<file path="src/rtl/pmfn_pkg.sv">
package pmfn_pkg;
   localparam int ACPI_TMR_BIT    = 0;
   localparam int ACPI_GBL_BIT    = 5;
   localparam int ACPI_PWRBTN_BIT = 8;
   localparam int ACPI_RTC_BIT    = 10;
   localparam int PM1_W           = 16;
   localparam int IO_AW           = 16;

   typedef logic [PM1_W-1:0] pm1_word_t;

   localparam pm1_word_t SCI_SRC_MASK = pm1_word_t'((1 << ACPI_TMR_BIT) | (1 << ACPI_GBL_BIT) |
                                                    (1 << ACPI_PWRBTN_BIT) | (1 << ACPI_RTC_BIT));

   // Address bits that a window of 2**log2 bytes compares
   function automatic logic [IO_AW-1:0] win_mask(input int log2);
      return {IO_AW{1'b1}} << log2;
   endfunction
endpackage

</file>
<file path="src/rtl/pmfn_cfg_space.sv">
module pmfn_cfg_space
   import pmfn_pkg::*;
#(
   parameter int         CFG_DEPTH    = 256,
   parameter int         HDR_BYTES    = 64,
   parameter int         INTPIN_OFS   = 'h3D,
   parameter logic [7:0] INTPIN_RST   = 8'h01,
   parameter int         PM_BASE_OFS  = 'h48,
   parameter int         PM_WIN_LOG2  = 7,
   parameter int         PM_EN_OFS    = 'h41,
   parameter int         PM_EN_BIT    = 7,
   parameter int         SMB_BASE_OFS = 'h90,
   parameter int         SMB_WIN_LOG2 = 4,
   parameter int         SMB_CTL_OFS  = 'hD2,
   parameter logic [7:0] SMB_CTL_KEEP = 8'h0F,
   localparam int        CFG_AW       = $clog2(CFG_DEPTH)
) (
   input  logic              clk,
   input  logic              rst_n,
   input  logic              cfg_we,
   input  logic [CFG_AW-1:0] cfg_addr,
   input  logic [7:0]        cfg_wdata,
   output logic [7:0]        cfg_rdata,
   output logic [IO_AW-1:0]  pm_base,
   output logic [IO_AW-1:0]  smb_base,
   output logic              pm_win_en,
   output logic              smb_win_en,
   output logic [7:0]        int_pin
);
   localparam logic [IO_AW-1:0] PM_KEEP  = win_mask(PM_WIN_LOG2);
   localparam logic [IO_AW-1:0] SMB_KEEP = win_mask(SMB_WIN_LOG2);

   // Writable bits of each byte
   function automatic logic [7:0] keep_of(input int ofs);
      if (ofs == INTPIN_OFS)                                  return 8'hFF;
      if (ofs < HDR_BYTES)                                    return 8'h00;
      if (ofs == PM_BASE_OFS)                                 return PM_KEEP[7:0];
      if (ofs == PM_BASE_OFS + 1)                             return PM_KEEP[15:8];
      if (ofs == PM_BASE_OFS + 2 || ofs == PM_BASE_OFS + 3)   return 8'h00;
      if (ofs == SMB_BASE_OFS)                                return SMB_KEEP[7:0];
      if (ofs == SMB_BASE_OFS + 1)                            return SMB_KEEP[15:8];
      if (ofs == SMB_BASE_OFS + 2 || ofs == SMB_BASE_OFS + 3) return 8'h00;
      if (ofs == SMB_CTL_OFS)                                 return SMB_CTL_KEEP;
      return 8'hFF;
   endfunction

   // Bits that always read back as 1
   function automatic logic [7:0] force_of(input int ofs);
      if (ofs == PM_BASE_OFS || ofs == SMB_BASE_OFS) return 8'h01;
      return 8'h00;
   endfunction

   function automatic logic [7:0] rst_of(input int ofs);
      if (ofs == INTPIN_OFS) return INTPIN_RST;
      return force_of(ofs);
   endfunction

   if (CFG_DEPTH != (1 << CFG_AW)) begin : g_bad_depth
      $error("CFG_DEPTH must be a power of two");
   end
   if (PM_WIN_LOG2 < 1 || PM_WIN_LOG2 > 15 || SMB_WIN_LOG2 < 1 || SMB_WIN_LOG2 > 15) begin : g_bad_win
      $error("window size log2 must lie in 1..15");
   end
   if (PM_BASE_OFS < HDR_BYTES || PM_BASE_OFS + 3 >= CFG_DEPTH ||
       SMB_BASE_OFS < HDR_BYTES || SMB_BASE_OFS + 3 >= CFG_DEPTH) begin : g_bad_base
      $error("base registers must lie past the header and inside the space");
   end
   if (INTPIN_OFS >= HDR_BYTES || PM_EN_BIT > 7) begin : g_bad_misc
      $error("interrupt pin must be a header byte and the enable bit must be 0..7");
   end

   logic [7:0] bytes_q [CFG_DEPTH];

   for (genvar g = 0; g < CFG_DEPTH; g++) begin : g_byte
      localparam logic [7:0] KEEP  = keep_of(g);
      localparam logic [7:0] FORCE = force_of(g);
      localparam logic [7:0] RST   = rst_of(g);
      if (KEEP == 8'h00) begin : g_const
         assign bytes_q[g] = FORCE;
      end else begin : g_reg
         logic [7:0] r;
         always_ff @(posedge clk or negedge rst_n) begin
            if (!rst_n)
               r <= RST;
            else if (cfg_we && cfg_addr == CFG_AW'(g))
               r <= (cfg_wdata & KEEP) | FORCE;
         end
         assign bytes_q[g] = r;
      end
   end

   assign cfg_rdata  = bytes_q[cfg_addr];
   assign pm_base    = {bytes_q[PM_BASE_OFS + 1], bytes_q[PM_BASE_OFS]};
   assign smb_base   = {bytes_q[SMB_BASE_OFS + 1], bytes_q[SMB_BASE_OFS]};
   assign pm_win_en  = bytes_q[PM_EN_OFS][PM_EN_BIT];
   assign smb_win_en = bytes_q[SMB_CTL_OFS][0];
   assign int_pin    = bytes_q[INTPIN_OFS];
endmodule

</file>
<file path="src/rtl/pmfn_win_dec.sv">
module pmfn_win_dec
   import pmfn_pkg::*;
#(
   parameter int WIN_LOG2 = 7
) (
   input  logic [IO_AW-1:0] addr,
   input  logic [IO_AW-1:0] base,
   input  logic             en,
   output logic             hit
);
   localparam logic [IO_AW-1:0] CMP_MASK = win_mask(WIN_LOG2);

   if (WIN_LOG2 < 1 || WIN_LOG2 > 15) begin : g_bad
      $error("WIN_LOG2 out of range");
   end

   assign hit = en && (((addr ^ base) & CMP_MASK) == '0);
endmodule

</file>
<file path="src/rtl/pmfn_pm1_events.sv">
module pmfn_pm1_events
   import pmfn_pkg::*;
#(
   parameter pm1_word_t SCI_MASK = SCI_SRC_MASK
) (
   input  logic      clk,
   input  logic      rst_n,
   input  pm1_word_t evt_set,
   input  logic      sts_clr,
   input  logic      en_wr,
   input  pm1_word_t wdata,
   input  logic [7:0] int_pin,
   output pm1_word_t sts_q,
   output pm1_word_t en_q,
   output logic      sci
);
   pm1_word_t clr_bits;

   assign clr_bits = sts_clr ? wdata : '0;

   always_ff @(posedge clk or negedge rst_n) begin
      if (!rst_n) begin
         sts_q <= '0;
         en_q  <= '0;
      end else begin
         sts_q <= (sts_q & ~clr_bits) | evt_set;
         if (en_wr)
            en_q <= wdata;
      end
   end

   assign sci = (int_pin != 8'h00) && ((sts_q & en_q & SCI_MASK) != '0);
endmodule

</file>
<file path="src/rtl/pmfn_decoder.sv">
module pmfn_decoder
   import pmfn_pkg::*;
#(
   parameter int         CFG_DEPTH    = 256,
   parameter int         HDR_BYTES    = 64,
   parameter int         INTPIN_OFS   = 'h3D,
   parameter logic [7:0] INTPIN_RST   = 8'h01,
   parameter int         PM_BASE_OFS  = 'h48,
   parameter int         PM_WIN_LOG2  = 7,
   parameter int         PM_EN_OFS    = 'h41,
   parameter int         PM_EN_BIT    = 7,
   parameter int         SMB_BASE_OFS = 'h90,
   parameter int         SMB_WIN_LOG2 = 4,
   parameter int         SMB_CTL_OFS  = 'hD2,
   parameter logic [7:0] SMB_CTL_KEEP = 8'h0F,
   parameter logic [15:0] SCI_MASK    = SCI_SRC_MASK,
   localparam int        CFG_AW       = $clog2(CFG_DEPTH)
) (
   input  logic              clk,
   input  logic              rst_n,
   input  logic              cfg_we,
   input  logic [CFG_AW-1:0] cfg_addr,
   input  logic [7:0]        cfg_wdata,
   output logic [7:0]        cfg_rdata,
   input  logic [15:0]       io_addr,
   input  logic              io_single,
   output logic              pm_hit,
   output logic              smb_hit,
   output logic [7:0]        pm_rdata,
   input  logic [15:0]       evt_set,
   input  logic              pm1_sts_clr,
   input  logic              pm1_en_wr,
   input  logic [15:0]       pm1_wdata,
   output logic [15:0]       pm1_sts,
   output logic              sci
);
   logic [IO_AW-1:0] pm_base;
   logic [IO_AW-1:0] smb_base;
   logic             pm_win_en;
   logic             smb_win_en;
   logic [7:0]       int_pin;
   logic             pm_match;
   pm1_word_t        pm1_en_q;

   pmfn_cfg_space #(
      .CFG_DEPTH   (CFG_DEPTH),
      .HDR_BYTES   (HDR_BYTES),
      .INTPIN_OFS  (INTPIN_OFS),
      .INTPIN_RST  (INTPIN_RST),
      .PM_BASE_OFS (PM_BASE_OFS),
      .PM_WIN_LOG2 (PM_WIN_LOG2),
      .PM_EN_OFS   (PM_EN_OFS),
      .PM_EN_BIT   (PM_EN_BIT),
      .SMB_BASE_OFS(SMB_BASE_OFS),
      .SMB_WIN_LOG2(SMB_WIN_LOG2),
      .SMB_CTL_OFS (SMB_CTL_OFS),
      .SMB_CTL_KEEP(SMB_CTL_KEEP)
   ) cfg_i (
      .clk       (clk),
      .rst_n     (rst_n),
      .cfg_we    (cfg_we),
      .cfg_addr  (cfg_addr),
      .cfg_wdata (cfg_wdata),
      .cfg_rdata (cfg_rdata),
      .pm_base   (pm_base),
      .smb_base  (smb_base),
      .pm_win_en (pm_win_en),
      .smb_win_en(smb_win_en),
      .int_pin   (int_pin)
   );

   pmfn_win_dec #(.WIN_LOG2(PM_WIN_LOG2)) pm_dec_i (
      .addr(io_addr),
      .base(pm_base),
      .en  (pm_win_en),
      .hit (pm_match)
   );

   pmfn_win_dec #(.WIN_LOG2(SMB_WIN_LOG2)) smb_dec_i (
      .addr(io_addr),
      .base(smb_base),
      .en  (smb_win_en),
      .hit (smb_hit)
   );

   // The PM window claims byte accesses only and has no readable content
   assign pm_hit   = pm_match && io_single;
   assign pm_rdata = 8'h00;

   pmfn_pm1_events #(.SCI_MASK(SCI_MASK)) evt_i (
      .clk    (clk),
      .rst_n  (rst_n),
      .evt_set(evt_set),
      .sts_clr(pm1_sts_clr),
      .en_wr  (pm1_en_wr),
      .wdata  (pm1_wdata),
      .int_pin(int_pin),
      .sts_q  (pm1_sts),
      .en_q   (pm1_en_q),
      .sci    (sci)
   );
endmodule

</file>
<file path="config.mk">
export PLATFORM = sky130hd
export DESIGN_NAME = pmfn_decoder
export DESIGN_NICKNAME = d
export VERILOG_FILES = /design/src/rtl/pmfn_pkg.sv /design/src/rtl/pmfn_cfg_space.sv /design/src/rtl/pmfn_win_dec.sv /design/src/rtl/pmfn_pm1_events.sv /design/src/rtl/pmfn_decoder.sv
export SDC_FILE = /design/constraint.sdc
export NUM_CORES = 2
export LEC_CHECK = 0
export CORE_ASPECT_RATIO = 1.25
export CORE_MARGIN = 2
export CORE_UTILIZATION = 23
export DETAILED_ROUTE_END_ITERATION = 10
export DONT_BUFFER_PORTS = 1
export SLEW_MARGIN = 10
export SYNTH_ARGS = -nofsm -noshare
export SYNTH_HDL_FRONTEND = slang
export SYNTH_SLANG_ARGS = --single-unit
</file>
<file path="constraint.sdc">
create_clock -name clk -period 3.9 [get_ports clk]
set_input_delay 0.39 -clock clk [delete_from_list [all_inputs] [get_ports clk]]
set_output_delay 0.39 -clock clk [all_outputs]
set_load 0.02 [all_outputs]
</file>
==> results.yml <==
status:
  status: "finished, final reports clean"
drt:
  dr_total_vias: 41890
  drc: 0
  vias_per_cell: 4.746
  routed_wl_mm: 213.3
  drtIter0Drc: 3033
  ant_nets: 0
  wl_per_cell_microns: 24.17
  dr.pass1.iters: 6
die:
  dieArea_sq_um: 309000
  pin_count: 105
  die_w_microns: 497.6
  die_y_microns: 621.0
  floorplan.initialDensity_pct: 23.11
  rows: 226
  coreArea_sq_um: 303100
worst_setup_path:
  cp-end-kind: "output pin"
  arrival_ps: 3480
  reg2reg_depth: 2
  regToRegEndpoint: "evt_i.sts_q[5]$_DFF_PN0_"
  worstPathRequired_ps: 3510
  r2r_start: "evt_i.sts_q[5]$_DFF_PN0_"
  worst-setup-path-type: "register to output pin"
  crit_path_max_fanout: 2
  rrSetupSlack_ps: 2540
  crit_path_start_kind: "register"
synthesis:
  syn_avg_cell_area_sq_um: 15.20
  ys_warn_count: 0
  synth_ff_type: "dfrtp_1"
  yosys_register_bits: 1517
  synth_edf_count: 0
  syn-instance-count: 4607
  synth_area_sq_um: 70040
  ys_seq_area_share_pct: 54.20
  postSynth.asyncResetShare_pct: 100.0
  ys_types: 76
grt:
  grt_pass1_wl_mm: 307.8
  grt_overflow: 0
  grt_max_degree: 430
  antenna_found_initial: 5
  grt_pass1_vias: 44630
  grtUsageTotal_pct: 13.21
cts:
  cts_setup_buffers: 0
  cts-root-buf: "clkbuf_16"
  cts_buffer_depth: 3
  cts_num_sinks: 1517
  numCtsBuffers: 164
  htreeDepth: 4
  clk_latency_ps: 830
  path_clk_slew_ps: 60
  tritoncts: "done"
timing:
  max_freq_ghz: 0.2587
  setup-violations-final: 0
  final.setup.tns_ps: 0
  final_hold_viol_count: 0
  worst_slew_pin_slew_ps: 1309
  slew_headroom_pct: 12.72
  slew_viol_final: 0
  min_period_ps: 3865
  rsz0062_at_grt: "yes"
  post-route-period-util_pct: 99.11
  skew_ps: 0
layout:
  seq_area_sq_um: 37970
  area_delta_synth_final_pct: 17.44
  multiInputGateArea_sq_um: 30560
  drive_above_1_share_pct: 51.40
  fillers: 30700
  instances_no_fill: 8826
  nets: 4781
power_and_ir_drop:
  p_per_area_nw_per_um2: 430.9
  power_leakage_nw: 37.60
  ir_drop_mv: 0.3391
placed_design:
  port_buffers: 0
  placedCellCount: 8468
  place_congestion: 0.8253
  dp_hpwl_mm: 127.1
run:
  drv_cap: 0
min_path:
  hold_start: "cfg_we"
  hold_depth: 2
  hold_end: "cfg_i.int_pin[2]$_DFFE_PN0P_"
  hold_class: "input port to register"
[placed cells by master, fill, tap and decap left out, types with 23 or more instances in the layout]
| master | count |
|---|---|
| a21oi_1 | 40 |
| a22oi_1 | 57 |
| buf_16 | 23 |
| buf_4 | 195 |
| clkbuf_1 | 45 |
| clkbuf_16 | 180 |
| clkbuf_8 | 38 |
| dfrtp_1 | 1514 |
| dlygate4sd3_1 | 41 |
| mux2_2 | 1527 |
| mux2i_1 | 102 |
| mux4_2 | 305 |
| nand2_1 | 137 |
| nand3_1 | 38 |
| nor2_1 | 63 |
| nor2_2 | 104 |
[logic make-up after synthesis]
logic type | Yosys count | share of synthesized area, %
xor gates and xnor gates | 21 | 0.2626
and+or+nand+nor | 476 | 3.519
other | 1 | 0.005354
AOI/OAI and AO/OA | 263 | 2.733
DFF | 1517 | 54.20
muxes | 1959 | 36.69
buffers and inverters | 370 | 2.595
[registers in the layout, summed over array words and instances, names as in the netlist]
signal	flops
evt_i.sts_q	16
cfg_i.int_pin	8
evt_i.en_q	4
cfg_i.g_byte.g_reg.r	1489
[where the power goes]
part           switching [mW]  internal, mW  total [mW]
clock network            6.68          8.97        15.6
registers               0.398          16.5        16.9
logic                    1.57          1.33        2.90
total                    8.65          26.8        35.4
[through the flow]
step           util (%)  power (mW)  setup WS [ps]  instance area (sq um)  hold WS [ps]
2_1_floorplan         -       18.85          939.2                  70070         94.41
3_3_place_gp      24.88       19.33         -298.0                  75420         109.6
3_5_place_dp      24.91       19.47         -300.3                  75510         109.2
4_1_cts           26.97       35.52         -76.18                  81740         28.07
5_1_grt           27.14       36.73         -28.68                  82260         39.19
6_report          27.14       35.45          34.58                  82260         83.16
[how the worst max path moves through the flow]
stage	end	cells past startpoint	startpoint	slack, ps
3_3_place_gp	cfg_rdata[0]	7	cfg_addr[0]	-300
3_5_place_dp	cfg_rdata[0]	7	cfg_addr[0]	-300
4_1_cts	cfg_rdata[7]	7	cfg_i.g_byte[83].g_reg.r[7]$_DFFE_PN0P_	-80
5_1_grt	cfg_rdata[2]	8	cfg_i.g_byte[107].g_reg.r[2]$_DFFE_PN0P_	-30
6_report	cfg_rdata[1]	7	cfg_i.g_byte[159].g_reg.r[1]$_DFFE_PN0P_	30
2_1_floorplan	cfg_rdata[4]	10	cfg_addr[0]	940
[metal layers]
layer | track usage (%) | up-vias | routed length (microns)
li1 | - | 17430 | -
met1 | 15.97 | 22820 | 85120
met2 | 22.86 | 1213 | 106400
met3 | 2.161 | 423 | 11140
met4 | 6.288 | 2 | 10590
met5 | 0 | - | 17
[critical path: stages (launching register included)]
cell and delay [ps]:
dfrtp_1 370, mux4_2 490, a22oi_1 350, nand4_1 330, a32o_1 460, a311o_1 390, buf_12 160, buf_12 120
[cells in the mapped netlist, types with 10 or more instances]
cell type	number	area [sq um]
and3_1	22	137.6
mux2_2	1528	17210
nand2_1	138	518.0
nor2_1	68	255.2
buf_4	46	345.3
dfrtp_1	1516	37940
nor3_1	16	80.08
nand2b_1	10	62.56
a21oi_1	43	215.2
nor2_2	99	619.3
a211oi_1	12	90.09
a21o_1	17	127.6
xnor2_1	17	148.9
buf_6	15	168.9
nor4_1	12	75.07
nor2b_1	20	125.1
clkbuf_1	202	758.2
a22oi_1	60	450.4
mux2i_1	104	1041
nand3_1	39	195.2
nand4_1	22	137.6
o22ai_1	15	93.84
a221oi_1	16	140.1
mux4_1	22	578.1
buf_1	15	56.30
mux4_2	304	6847
o21ai_0	20	100.1
buf_2	83	415.4
[layout make-up]
type | count | share of cell area, %
clock inverter | 41 | 0.7057
multi-input combinational | 2727 | 37.15
timing repair buffer | 296 | 4.012
clock buffer | 249 | 5.891
tap | 3990 | 6.069
antenna | 1 | 0.003042
sequential | 1517 | 46.15
inverter | 5 | 0.02281
[timing repair]
| action | 4_1_cts | 5_1_grt |
|---|---|---|
| endpoints found under the setup margin | 8 | 131 |
| cloned | 0 | 14 |
| hold buffers | 50 | 0 |
| endpoints found under the hold margin | 1835 | 0 |
| gates resized for setup | 35 | 7 |
| pin swaps | 11 | 7 |
No activity file was read; power rests on OpenSTA's default activity.
